## src/rtl/fmr_pkg.sv

```systemverilog
package fmr_pkg;
  localparam int unsigned EXP_W_DEF  = 8;
  localparam int unsigned FRAC_W_DEF = 23;

  typedef struct packed {
    logic guard;
    logic round;
    logic sticky;
  } grs_t;
endpackage

```

## src/rtl/fmr_sign_exp.sv

```systemverilog
module fmr_sign_exp #(
  parameter int unsigned EXP_W = 8,
  localparam int unsigned ESW  = EXP_W + 2
) (
  input  logic                  sign_a_i,
  input  logic                  sign_b_i,
  input  logic [EXP_W-1:0]      exp_a_i,
  input  logic [EXP_W-1:0]      exp_b_i,
  output logic                  sign_o,
  output logic                  zero_op_o,
  output logic signed [ESW-1:0] exp_sum_o
);
  localparam int unsigned BIAS = (1 << (EXP_W - 1)) - 1;
  localparam logic signed [ESW-1:0] BIAS_S = ESW'(BIAS);

  assign sign_o    = sign_a_i ^ sign_b_i;
  assign zero_op_o = ~|exp_a_i | ~|exp_b_i;
  assign exp_sum_o = $signed({2'b00, exp_a_i}) + $signed({2'b00, exp_b_i}) - BIAS_S;
endmodule

```

## src/rtl/fmr_normalize.sv

```systemverilog
module fmr_normalize
  import fmr_pkg::*;
#(
  parameter int unsigned FRAC_W = 23,
  localparam int unsigned SIG_W  = FRAC_W + 1,
  localparam int unsigned PROD_W = 2 * SIG_W
) (
  input  logic [PROD_W-1:0] prod_i,
  output logic              hi_o,
  output logic [FRAC_W-1:0] frac_o,
  output grs_t              grs_o
);
  // leading one sits at bit PROD_W-1 or PROD_W-2; drop it after alignment
  logic [PROD_W-2:0] norm;

  assign hi_o = prod_i[PROD_W-1];
  assign norm = hi_o ? prod_i[PROD_W-2:0] : {prod_i[PROD_W-3:0], 1'b0};

  assign frac_o       = norm[PROD_W-2 -: FRAC_W];
  assign grs_o.guard  = norm[PROD_W-2-FRAC_W];
  assign grs_o.round  = norm[PROD_W-3-FRAC_W];
  assign grs_o.sticky = |norm[PROD_W-4-FRAC_W:0];
endmodule

```

## src/rtl/fmr_round.sv

```systemverilog
module fmr_round
  import fmr_pkg::*;
#(
  parameter int unsigned FRAC_W = 23
) (
  input  logic [FRAC_W-1:0] frac_i,
  input  grs_t              grs_i,
  output logic [FRAC_W-1:0] frac_o,
  output logic              carry_o
);
  logic          inc;
  logic [FRAC_W:0] sum;

  // nearest-even: above half, or exact half with odd lsb
  assign inc     = grs_i.guard & (grs_i.round | grs_i.sticky | frac_i[0]);
  assign sum     = {1'b0, frac_i} + {{FRAC_W{1'b0}}, inc};
  assign carry_o = sum[FRAC_W];
  assign frac_o  = sum[FRAC_W-1:0];  // zero on carry: 1.111..1 + ulp = 10.000..0
endmodule

```

## src/rtl/fmul_norm_round.sv

```systemverilog
module fmul_norm_round
  import fmr_pkg::*;
#(
  parameter int unsigned EXP_W  = EXP_W_DEF,
  parameter int unsigned FRAC_W = FRAC_W_DEF,
  localparam int unsigned SIG_W  = FRAC_W + 1,
  localparam int unsigned PROD_W = 2 * SIG_W,
  localparam int unsigned W      = 1 + EXP_W + FRAC_W
) (
  input  logic              clk_i,
  input  logic              rst_ni,
  input  logic              sign_a_i,
  input  logic              sign_b_i,
  input  logic [EXP_W-1:0]  exp_a_i,
  input  logic [EXP_W-1:0]  exp_b_i,
  input  logic [PROD_W-1:0] prod_i,
  output logic [W-1:0]      result_o,
  output logic              overflow_o,
  output logic              underflow_o
);
  localparam int unsigned ESW = EXP_W + 2;
  localparam logic signed [ESW-1:0] EXP_MAX_S = ESW'((1 << EXP_W) - 1);
  localparam logic signed [ESW-1:0] ZERO_S    = '0;

  logic                  sign;
  logic                  zero_op;
  logic signed [ESW-1:0] exp_sum;
  logic                  hi;
  logic [FRAC_W-1:0]     frac_n;
  grs_t                  grs;
  logic [FRAC_W-1:0]     frac_r;
  logic                  carry;
  logic signed [ESW-1:0] exp_fin;

  logic [W-1:0] result_d;
  logic         ovf_d, unf_d;

  fmr_sign_exp #(.EXP_W(EXP_W)) u_sign_exp (
    .sign_a_i (sign_a_i),
    .sign_b_i (sign_b_i),
    .exp_a_i  (exp_a_i),
    .exp_b_i  (exp_b_i),
    .sign_o   (sign),
    .zero_op_o(zero_op),
    .exp_sum_o(exp_sum)
  );

  fmr_normalize #(.FRAC_W(FRAC_W)) u_norm (
    .prod_i(prod_i),
    .hi_o  (hi),
    .frac_o(frac_n),
    .grs_o (grs)
  );

  fmr_round #(.FRAC_W(FRAC_W)) u_round (
    .frac_i (frac_n),
    .grs_i  (grs),
    .frac_o (frac_r),
    .carry_o(carry)
  );

  // both normalization shift and rounding carry bump the exponent
  assign exp_fin = exp_sum
                 + $signed({{(ESW-1){1'b0}}, hi})
                 + $signed({{(ESW-1){1'b0}}, carry});

  always_comb begin
    ovf_d    = 1'b0;
    unf_d    = 1'b0;
    result_d = {sign, exp_fin[EXP_W-1:0], frac_r};
    if (zero_op) begin
      result_d = {sign, {(W-1){1'b0}}};
    end else if (exp_fin >= EXP_MAX_S) begin
      result_d = {sign, {EXP_W{1'b1}}, {FRAC_W{1'b0}}};
      ovf_d    = 1'b1;
    end else if (exp_fin <= ZERO_S) begin
      result_d = {sign, {(W-1){1'b0}}};
      unf_d    = 1'b1;
    end
  end

  always_ff @(posedge clk_i or negedge rst_ni) begin
    if (!rst_ni) begin
      result_o    <= '0;
      overflow_o  <= 1'b0;
      underflow_o <= 1'b0;
    end else begin
      result_o    <= result_d;
      overflow_o  <= ovf_d;
      underflow_o <= unf_d;
    end
  end
endmodule

```

## config.mk

```make
export PLATFORM = sky130hd
export DESIGN_NAME = fmul_norm_round
export DESIGN_NICKNAME = d
export VERILOG_FILES = /design/src/rtl/fmr_pkg.sv /design/src/rtl/fmr_sign_exp.sv /design/src/rtl/fmr_normalize.sv /design/src/rtl/fmr_round.sv /design/src/rtl/fmul_norm_round.sv
export SDC_FILE = /design/constraint.sdc
export NUM_CORES = 1
export LEC_CHECK = 0
export BUFFER_PORTS_ARGS = -buffer_cell sky130_fd_sc_hd__buf_2
export CORE_MARGIN = 8
export CORE_UTILIZATION = 40
export CTS_CLUSTER_SIZE = 10
export DETAILED_ROUTE_END_ITERATION = 10
export MAX_ROUTING_LAYER = met4
export PLACE_DENSITY = 0.66
export SLEW_MARGIN = 5
export SYNTH_ARGS = -nofsm -noshare
export SYNTH_HDL_FRONTEND = slang
export SYNTH_SLANG_ARGS = --single-unit
```

## constraint.sdc

```tcl
create_clock -name clk_i -period 0.8 [get_ports clk_i]
set_input_delay 0.08 -clock clk_i [delete_from_list [all_inputs] [get_ports clk_i]]
set_output_delay 0.08 -clock clk_i [all_outputs]
set_load 0.01 [all_outputs]
```

---- After elaboration in Yosys (flattened, before gate mapping) ----
Cells that the tools add are included.
cells by class
  add/subtract/negate cells ............... 5
  bitwise logic cells ..................... 5
  multiplexer cells ....................... 9
  reductions and logical operators ........ 5
  magnitude comparators ................... 2
operator list
  cell                                                             count
  2-to-1 mux 31 bit                                                3
  2-to-1 mux 47 bit                                                1
  adder 23 x 1 -> 24 bit                                           1
  OR reduction 22 bit                                              1
  adder 10 x 2 -> 10 bit                                           2
  OR reduction 8 bit                                               2
  >= comparator 10 x 9 -> 1 bit, second input constant             1
  less-or-equal comparator 10 x 1 -> 1 bit, second input constant  1
  subtractor 10 x 8 -> 10 bit, second input constant               1
  adder 8 x 8 -> 9 bit                                             1
  2-to-1 mux 1 bit                                                 5
  bitwise OR 1 bit                                                 3
  logical NOT 1 bit                                                2
  bitwise AND 1 bit                                                1
  XOR 1 bit                                                        1
word-level totals
  word-level logic and storage cells ...... 29
  register bits after elaboration ......... 34
  input port bits ......................... 68

---- Depth between registers and ports, before layout ----
Gate-level depths: netlist (run 1).
  word-level depth ........................ 11
  mapped depth ............................ 18

---- Modules after synthesis ----
From an unflattened synthesis (run 1), not the netlist that was laid out.
unflattened totals
  cells, all modules ...................... 292
  area total of the unflattened synthesis .. 2,956.6 um^2
modules (own cells, without submodules)
  module           cells an instance  area an instance (um^2)  seq. area each (um^2)  times used
  fmul_norm_round  126                1,607.8                  850.8                  1
  fmr_round        71                 499.2                    0.0                    1
  fmr_sign_exp     59                 474.2                    0.0                    1
  fmr_normalize    36                 375.4                    0.0                    1

---- Worst setup path after synthesis (run 1) ----
No wires, ideal clock.
  path kind ............................... input to register
  from .................................... input prod_i[47]
  to ...................................... register result_o[5]
  setup time .............................. 0.144 ns
  arrival ................................. 4.590 ns
  buffers on the path ..................... 2
  setup slack ............................. -3.934 ns
  stages .................................. 17
  required time ........................... 0.656 ns
  cell sequence ........................... clkbuf_1 nand2b_1 a2111o_1 nor4_1 nand4_1 ha_1 inv_1 ha_1 fa_1 inv_1 a2111oi_0 o211ai_1 or4b_1 or4b_4 a31oi_4 buf_4 nor4_1
on the way
  longest elaborated chain between the ends .. 11
  elaborated cells on any way between the ends .. 13
  classes of those cells .................. add/sub: 3; order compare: 2; mux: 4; bitwise: 3; reduce/logical: 1
ends and longest elaborated chain
  element                                   line                   text
  from (decl)                               fmul_norm_round.sv:16  input logic [PROD_W-1:0] prod_i,
  2-to-1 mux 47 bit                         fmr_normalize.sv:17    assign norm = hi_o ? prod_i[PROD_W-2:0] : {prod_i[PROD_W-3:0], 1'b0};
  OR reduction 22 bit                       fmr_normalize.sv:22    assign grs_o.sticky = |norm[PROD_W-4-FRAC_W:0];
  bitwise OR 1 bit (2 in series)            fmr_round.sv:15        assign inc = grs_i.guard & (grs_i.round | grs_i.sticky | frac_i[0]);
  bitwise AND 1 bit                         fmr_round.sv:15
  adder 23 x 1 -> 24 bit                    fmr_round.sv:16        assign sum = {1'b0, frac_i} + {{FRAC_W{1'b0}}, inc};
  adder 10 x 2 -> 10 bit                    fmul_norm_round.sv:65  + $signed({{(ESW-1){1'b0}}, carry});
  less-or-equal comparator 10 x 1 -> 1 bit  fmul_norm_round.sv:76  end else if (exp_fin <= ZERO_S) begin
  2-to-1 mux 31 bit                         fmul_norm_round.sv:76
  2-to-1 mux 31 bit *                       fmul_norm_round.sv:73  end else if (exp_fin >= EXP_MAX_S) begin
  2-to-1 mux 31 bit *                       fmul_norm_round.sv:71  if (zero_op) begin
  via result_d[5]                           fmul_norm_round.sv:35  logic [W-1:0] result_d;
  to (signal assigned)                      fmul_norm_round.sv:88  result_o <= result_d;
  to (decl)                                 fmul_norm_round.sv:17  output logic [W-1:0] result_o,
The timed path passes the listed nets; every way through them passes the cells marked *.

---- Final worst setup path (run 1) ----
  from .................................... input prod_i[47]
  to ...................................... register result_o[12]
The elaborated chain is that of the path after synthesis.

==> results.md, run 1 <==
CTS:
- The tree is rooted in a clkbuf_8.
- The number of levels the H-tree was split into is 2.
- CTS saw 34 sinks.
- TritonCTS built the clock tree.
- The TritonCTS buffer count is 5.
- The worst-case clock buffer depth is 2.
- Clock-pin slew was measured on the worst setup and hold paths at roughly 0.060 ns.

Placed design:
- Buffers placed on the I/O ports in this run total 101.
- The cell area after placement is roughly 4400 um^2.
- After detailed placement, the design holds a cell count of 621.
- The wire-length estimate of the detail-placed layout is approximately 7700 um.
- The placer's final routability congestion estimate is around 0.91.

Power:
- For this design the total switching power over the nets is 2.832 mW.
- Per report_power, the sequential group accounts for 28.5% of the total.
- Overall power consumption after layout is estimated at 7.785 mW.
- The total leakage power is approximately 2.4 nW.
- The internal power of the cells totals 4.953 mW.
- The ratio of total power to cell area is approximately 1600 nW/um^2.
- VDD sags by at most 0.0006763 V.
- The clock share of power is 14.7%.
- In this run, the combinational gates consume 56.9% of the power.
- Of the total power, the share spent switching nets is 36.38%.

Route:
- The remaining number of nets flagged by the antenna check after routing is 0.
- The total DRC errors in the routed layout is 0.
- The final route contains roughly 3500 vias.
- The iteration count of the initial detailed-routing pass is 5.
- The routed wire length is between 10000 and 15000 um.
- The via density per instance is 5.331.
- The wire length per cell after detailed routing is 15.96 um.
- In this run, the number of DRC markers left after iteration 0 of detailed routing was 130.

Yosys:
- Counting flops with a built-in enable in the synthesized netlist gives 0.
- After technology mapping, the gate count stands at 332.
- The proportion of synthesized chip area in sequential cells is 28.73%.
- The total standard cell area after synthesis is 2962 um^2.
- Counting distinct cell types in the post-synthesis netlist gives between 50 and 60.
- The top flip-flop cell by instance count after synthesis is dfrtp_1.
- dfrtp_1 takes more of the synthesized area than any other cell.
- The Yosys step of the flow raised 0 warnings.
- A synthesized cell averages 8.920 um^2.
- The net count of the mapped netlist is roughly 420.
- The total of flip-flops plus latches after synthesis is 34.
- The share of synthesized area in the top cell type comes to between 20% and 30%.
- In the synthesized netlist the async set-or-reset flop fraction comes to 100.0%.
- In the post-synthesis netlist, the biggest area contributors are dfrtp_1, xnor2_1, nor4_1, ha_1, mux2i_1.

Run status:
- The flow ran to the end, but the final reports show violations.
- The final reports fail on negative setup slack.

Critical path:
- Of all nets on the critical path, the largest fanout is 12.
- The path type of the worst setup path is input port to register.
- The required time at the endpoint of the critical path is 0.95 ns.
- The arrival time at the worst endpoint is 3.97 ns.
- The startpoint type of the worst setup path is an input port.
- STA classifies the critical path endpoint as a register.

STA:
- The worst-margin pin slew is 0.5661 ns.
- After layout, the worst setup slack is -3.016 ns.
- The maximum frequency from static timing analysis is 0.2621 GHz.
- Setup repair after global routing could not meet its margin everywhere.
- The final critical delay including setup and external delays is 3.816 ns.
- The final-report max-slew violation count is 0.
- Measured against its own limit, the worst slew margin works out to 61.78%.
- The worst hold margin is 0.2164 ns.
- The number of hold violations in the final report is 0.
- The final setup violation count is 67.
- The final critical-path share of the clock period is 477.0%.

Floorplanning:
- The starting density of the core is 41.05%.
- The die is 102.0 um wide.
- The placeable core region is 7214 um^2.
- In this run the core area contains 31 standard-cell rows.
- The die footprint is roughly 10000 um^2.
- The number of top-level design ports is 102.
- The vertical extent of the die is about 100 um.

GRT:
- The leftover overflow at the end of global routing is 0.
- The initial antenna violation count was 0.
- The maximum number of pins on one net before global-route repair is 33.
- The via count of the first global-routing pass is 3649.
- The first global-routing pass estimated 17000 um of wire.
- The overall global routing resource usage is between 20% and 30%.

Layout:
- The final instance count without filler cells is approximately 650.
- The number of diodes is 0.
- The final layout net count is 634.
- With fillers left out, the area of the finished cells amounts to 4965 um^2.
- The layout cell share with drive strength beyond 1 is roughly half.
- Compared with the post-synthesis result, the final layout area differs by 67.64%.

Flow run:
- The total of max-cap violations is 0.

Min path:
- The type of the worst min-delay path is input port to async pin.
==> logic make-up (layout without fill, tap and decap cells) <==
| logic type | after synthesis | after routing | share of synthesized area, % |
|---|---|---|---|
| xor gates and xnor gates | 39 | 39 | 12.04 |
| adders and majority gates | 16 | 16 | 7.267 |
| and+or+nand+nor | 134 | 134 | 25.52 |
| AOI/OAI and AO/OA | 59 | 61 | 14.70 |
| DFF | 34 | 34 | 28.73 |
| buffers and inverters | 28 | 244 | 4.014 |
| muxes | 22 | 22 | 7.731 |
==> registers in the layout (all words and copies together) (netlist names) <==
signal,cells
underflow_o,1
overflow_o,1
result_o,32
==> power groups by stage <==
stage / sequential [mW] / clock, mW / combinational (mW)
after CTS: 2.20 / 1.15 / 4.16
final: 2.22 / 1.14 / 4.43
after global placement: 2.22 / 0 / 3.41
after floorplan: 2.42 / 0 / 1.60
after global routing: 2.25 / 1.24 / 4.76
after detailed placement: 2.23 / 0 / 3.51
==> stage by stage <==
step	setup TNS, ns	utilization (%)	worst slack [ns]
4_1_cts	-99.28	67.31	-3.045
5_1_grt	-103.64	68.82	-3.190
3_5_place_dp	-114.36	61.34	-3.563
2_1_floorplan	-103.35	-	-3.221
6_report	-97.46	68.82	-3.016
3_3_place_gp	-107.86	61.34	-3.329
==> layout make-up <==
class / instances / area, um^2
timing repair buffer: 226 / 1653
inverter: 11 / 41.29
clock buffer: 7 / 76.32
multi-input combinational: 272 / 2220
sequential: 34 / 850.8
fill: 567 / 2250
tap: 99 / 123.9
==> critical path, cell delays in order <==
cell       delay, ns
buf_12          0.11
buf_6           0.11
nand2b_4        0.13
a21o_1          0.21
nor4_4          0.32
nand4_1         0.16
ha_1            0.31
inv_2           0.07
ha_4            0.13
fa_2            0.24
nand2_2         0.07
a2111oi_4       0.22
o211ai_1        0.15
or4b_4          0.54
or4bb_4         0.57
a31oi_4         0.23
buf_6           0.13
buf_12          0.12
nor4_1          0.06
==> synthesized netlist by cell type, types with 6 or more instances <==
master	instances
inv_1	11
nor2_1	9
nor3_1	7
dfrtp_1	34
nand2_1	25
clkbuf_1	11
xnor2_1	23
nand3_1	17
nor4_1	32
a21oi_1	13
o21ai_0	10
mux2i_1	15
and3_1	6
xor2_1	15
ha_1	14
mux2_2	7
nand4_1	12
==> cell usage in the layout, fill, tap and decap left out, types with 13 or more instances in the layout <==
cell type and count:
xor2_1 15, ha_1 13, nand2_1 23, buf_4 106
buf_2 93, buf_6 15, nand3_1 17, mux2i_1 15
dfrtp_1 34, xnor2_1 22, nor4_1 30
==> final timing paths <==
kind	startpoint	endpoint
min in group clk_i	prod_i[36]	result_o[13]
worst min-delay path	rst_ni	result_o[26]
max in group asynchronous	rst_ni	result_o[12]
worst max-delay path	prod_i[47]	result_o[12]
==> what timing repair did <==
action	4_1_cts	5_1_grt
pin swaps	10	11
cloned	5	0
hold buffers	3	0
hold endpoints to repair	35	0
setup endpoints to repair	67	67
resized for setup	26	22
setup buffers	10	5
==> per-layer routing <==
layer  vias to the layer above  routed length [um]  GRT usage, %
met5                         -                   0             -
met4                         0                 197         7.788
met3                        15                 617         1.703
met2                       136                5013         34.48
met1                      1623                4529         25.82
li1                       1686                   -             -
Note: power is estimated with default switching activity, not from simulation.
==> inputs of run 2 (changes only) <==
--- a/config.mk
+++ b/config.mk
@@ -5,13 +5,14 @@
 export SDC_FILE = /design/constraint.sdc
 export NUM_CORES = 1
 export LEC_CHECK = 0
+export ABC_AREA = 1
 export BUFFER_PORTS_ARGS = -buffer_cell sky130_fd_sc_hd__buf_2
 export CORE_MARGIN = 8
 export CORE_UTILIZATION = 40
 export CTS_CLUSTER_SIZE = 10
 export DETAILED_ROUTE_END_ITERATION = 10
 export MAX_ROUTING_LAYER = met4
-export PLACE_DENSITY = 0.66
+export PLACE_DENSITY = 0.65
 export SLEW_MARGIN = 5
 export SYNTH_ARGS = -nofsm -noshare
 export SYNTH_HDL_FRONTEND = slang
==> run 2 against run 1 <==
  * The flow still finishes with violations (negative setup slack)
  * Clock-buffer cell count is the same
  * Critical path depth up 2
  * Clock power increased by 9%
  * Utilization down 0.32 points
  * Cell count rose by 26%
  * Non-clock buffer count grew 24
  * Sequential share of layout area fell by 1.7 points
  * Via count grew 17%
  * Combinational power grew 4%
==> results.md, run 2 <==
Critical path:
- The biggest fanout along the worst timing path came to 8 (was 12).
- The type of element capturing the critical path is a register (unchanged).
- The path type of the worst setup path is input port to register (unchanged).
- The gate family responsible for the most delay along the worst path is simple AND/OR/NAND/NOR gates (unchanged).
- The worst-path cell with the longest stage delay is fa_2 (was or4bb_4).
- The delay of the slowest critical-path stage is 0.57 ns (about the same).
- The number of buffers and inverters on the critical path is 5 (unchanged).
- The required time at the endpoint of the critical path is 0.96 ns (was 0.95 ns).
- In this design, the critical path's most frequently occurring cell is nand4_1.
- The startpoint type of the worst setup path is an input port (unchanged).
- The arrival time at the worst endpoint is 3.41 ns (was 3.97 ns).
- Series of cell instances along the critical path: buf_12, buf_4, nand2_1, o21ai_0, nor2_1, nand4_1, nor4_2, nand4_1, ha_1, inv_2, ha_4, fa_2, nand4_1, nor2_1, nand2_1, nor2_2, nand3_4, nand4_4, buf_12, buf_16, nor2_4 (was buf_12, buf_6, nand2b_4, a21o_1, nor4_4, nand4_1, ha_1, inv_2, ha_4, fa_2, nand2_2, a2111oi_4, o211ai_1, or4b_4, or4bb_4, a31oi_4, buf_6, buf_12, nor4_1).

CTS:
- The TritonCTS buffer count is 5 (unchanged).
- The clock root buffer master is clkbuf_8 (unchanged).
- The post-CTS clock slew at the launch and capture registers of the worst setup and hold paths was 0.06 ns (about the same).
- The CTS sink count was 34 (unchanged).
- The worst-case clock buffer depth was 2 (unchanged).
- The number of levels the H-tree was split into is 2 (unchanged).
- The TritonCTS clock tree is built (unchanged).

GRT:
- The leftover overflow at the end of global routing came to 0 (unchanged).
- The via count of the first global-routing pass is 3927 (was 3649).
- The maximum number of pins on one net before global-route repair is 35 (was 33).
- The first-pass GRT wire length is 17520 um (was 17000 um).
- The initial antenna violation count came to 0 (unchanged).
- The overall global routing resource usage is 18.86% (was 20.82%).

Placed design:
- The count of input and output buffers is 101 (unchanged).
- The HPWL reported at the end of detailed placement is 7680 um (was 7654 um).
- The placer's final routability congestion estimate is 0.9412 (was 0.9148).
- The total instance count after detailed placement is 757 (was 621).

Yosys:
- The top flip-flop cell by instance count after synthesis is dfrtp_1 (unchanged).
- The proportion of synthesized chip area in sequential cells is 26.17% (was 28.73%).
- The most common cell in the synthesized netlist is nand2_1 (was dfrtp_1).
- The cell taking the most area after synthesis was dfrtp_1 (unchanged).
- The number of flops mapped to enable cells by yosys is 0 (unchanged).
- The total standard cell area after synthesis was 3251 um^2 (was 2962 um^2).
- Most numerous cell types in the synthesized netlist: nand2_1, inv_1, nor2_1 (was dfrtp_1, nor4_1, nand2_1).
- The number of cells produced by synthesis is 462 (was 332).
- The net count of the mapped netlist is 546 (was 416).
- The unique cell type count in the Yosys netlist is 39 (was 54).
- Biggest area contributors in the synthesized netlist: dfrtp_1, nand2_1, inv_1, nor2_1, ha_1 (was dfrtp_1, xnor2_1, nor4_1, ha_1, mux2i_1).
- The total of flip-flops plus latches after synthesis is 34 (unchanged).
- The share of synthesized flip-flops with an asynchronous set or reset is 100.0% (unchanged).
- The fraction of post-synthesis cell area in the top cell type by area is 26.17% (was 28.73%).
- The yosys synthesis warning count was 0 (unchanged).
- The mean post-synth cell area came to 7.036 um^2 (was 8.920 um^2).

Route:
- The via density per instance is 4.951 (was 5.331).
- The total via count in the routed design was 4040 (was 3460).
- The remaining number of nets flagged by the antenna check after routing was 0 (unchanged).
- The count of routing violations after the opening detailed-route iteration was 203 (was 130).
- The iteration count of the initial detailed-routing pass came to 4 (was 5).
- The routed wire length is 11210 um (was 10360 um).
- The total DRC errors in the routed layout is 0 (unchanged).
- The wire length per cell after detailed routing came to 13.73 um (was 15.96 um).

Power:
- The combinational share of power was 58.1% (was 56.9%).
- The clock share of power was 15.6% (was 14.7%).
- The net load switching power was 3.022 mW (was 2.832 mW).
- The ratio of total power to cell area came to 1439 nW/um^2 (was 1568 nW/um^2).
- The sequential cell fraction of total power is 26.3% (was 28.5%).
- The worst voltage drop across the vdd grid was 0.0006112 V (was 0.0006763 V).
- The total leakage power is 2.952 nW (was 2.394 nW).
- The proportion of total power due to net switching is 38.07% (was 36.38%).
- The internal power component is 4.917 mW (was 4.953 mW).

Layout:
- The largest register by flop count was result_o (unchanged).
- The layout cell share with drive strength beyond 1 came to 54.99% (was 49.09%).
- The number of diodes is 0 (unchanged).
- The final instance count without filler cells is 816 (was 649).
- Highest-count cells in the layout ignoring fill and taps: buf_4, buf_2, nand2_1 (was buf_4, buf_2, dfrtp_1).
- The most frequent standard cell in the layout excluding fill and tap cells is buf_4 (unchanged).
- The area of the multi-input gates is 2337 um^2 (was 2220 um^2).
- The number of flip-flops in the largest register is 32 (unchanged).
- The area used by sequential logic in the layout came to 850.8 um^2 (unchanged).
- The layout overhead on the synthesized area came to 69.67% (was 67.64%).
- The number of filler instances in the final layout came to 636 (was 567).
- The final layout net count is 794 (was 634).
- Largest registers ranked by flip-flop count: result_o: 32 flops, overflow_o: 1 flops, underflow_o: 1 flops (unchanged).

STA:
- The final setup violation count is 67 (unchanged).
- The final critical delay including setup and external delays is 3.251 ns (was 3.816 ns).
- The sum of negative setup slack is -79.39 ns (was -97.46 ns).
- The final critical-path share of the clock period is 406.4% (was 477.0%).
- The maximum frequency from static timing analysis came to 0.3076 GHz (was 0.2621 GHz).
- RSZ-0062 raised after global routing: true (unchanged).
- The number of hold violations in the final report is 0 (unchanged).
- The worst-margin pin slew is 0.6771 ns (was 0.5661 ns).
- The headroom to the max-slew limit is 54.86% (was 61.78%).
- The setup slack of the critical path after layout is -2.451 ns (was -3.016 ns).
- The final-report max-slew violation count was 0 (unchanged).

Floorplanning:
- The row count was 33 (was 31).
- The starting density of the core is 40.37% (was 41.05%).
- The die footprint is 11270 um^2 (was 10410 um^2).
- The placeable core region was 8051 um^2 (was 7214 um^2).
- The number of top-level design ports is 102 (unchanged).
- The horizontal die dimension was 106.1 um (was 102.0 um).
- The vertical extent of the die came to 106.1 um (was 102.0 um).

Run status:
- Status: finished with violations (unchanged).
- Failing checks: negative setup slack (unchanged).

Flow run:
- The total of max-cap violations is 0 (unchanged).

Min path:
- The type of the worst min-delay path is input port to async pin (unchanged).
## run 2: final timing paths
check	startpoint	end	depth (start not counted)
max	prod_i[47]	result_o[10]	21
min	rst_ni	result_o[29]	3
max in group asynchronous	rst_ni	result_o[11]	3
min in group clk_i	prod_i[45]	result_o[21]	6
## run 2: logic make-up (layout without fill, tap and decap cells)
| group | after synthesis | count (layout) | synth area share [%] |
|---|---|---|---|
| multiplexers | 3 | 3 | 0.9238 |
| AO/OA/AOI/OAI | 49 | 49 | 8.738 |
| flip-flops | 34 | 34 | 26.17 |
| buffers and inverters | 77 | 326 | 10.58 |
| adder cells (fa/ha/maj) | 16 | 16 | 6.621 |
| AND/OR/NAND/NOR | 281 | 281 | 46.42 |
| XOR/XNOR | 2 | 2 | 0.5390 |
## run 2: metrics by stage
stage | power, mW | util, % | hold WS (ns) | cell area, um^2 | worst slack (ns)
final | 7.939 | 68.50 | 0.2837 | 5515 | -2.451
after global placement | 5.420 | 57.05 | 0.04340 | 4593 | -2.626
after CTS | 7.656 | 65.83 | 0.2838 | 5300 | -2.357
after global routing | 8.447 | 68.50 | 0.3159 | 5515 | -2.606
after detailed placement | 5.489 | 57.05 | 0.04989 | 4593 | -2.810
after floorplan | 4.071 | - | -0.2156 | 3276 | -2.405
## run 2: what timing repair did
item / 4_1_cts / 5_1_grt
resized for setup: 47 / 62
hold buffers: 3 / 0
cloned: 4 / 0
setup endpoints to repair: 67 / 67
endpoints found under the hold margin: 35 / 0
pin swaps: 26 / 37
setup buffers: 42 / 8
## run 2: layer usage
metal / track usage [%] / up-vias / wire length (um)
met5: - / - / 0
li1: - / 1988 / -
met2: 31.37 / 156 / 5442
met3: 2.541 / 37 / 645
met1: 22.62 / 1859 / 4684
met4: 7.538 / 0 / 433
## run 2: layout make-up
type,instances,area share (%)
tap,105,2.382
multi-input combinational,351,42.38
clock buffer,7,1.565
clock inverter,1,0.09074
sequential,34,15.43
timing repair buffer,250,33.39
inverter,68,4.764
## run 2: worst min-delay path: cells and delay by family
family                 cells  cell delay, ns
buffers and inverters      3            0.85
## run 2: power groups by stage
stage          combinational, mW  clock (mW)  sequential, mW
3_3_place_gp                3.31           0            2.11
4_1_cts                     4.30        1.28            2.08
6_report                    4.62        1.24            2.09
3_5_place_dp                3.38           0            2.11
5_1_grt                     4.98        1.35            2.12
2_1_floorplan               1.78           0            2.29
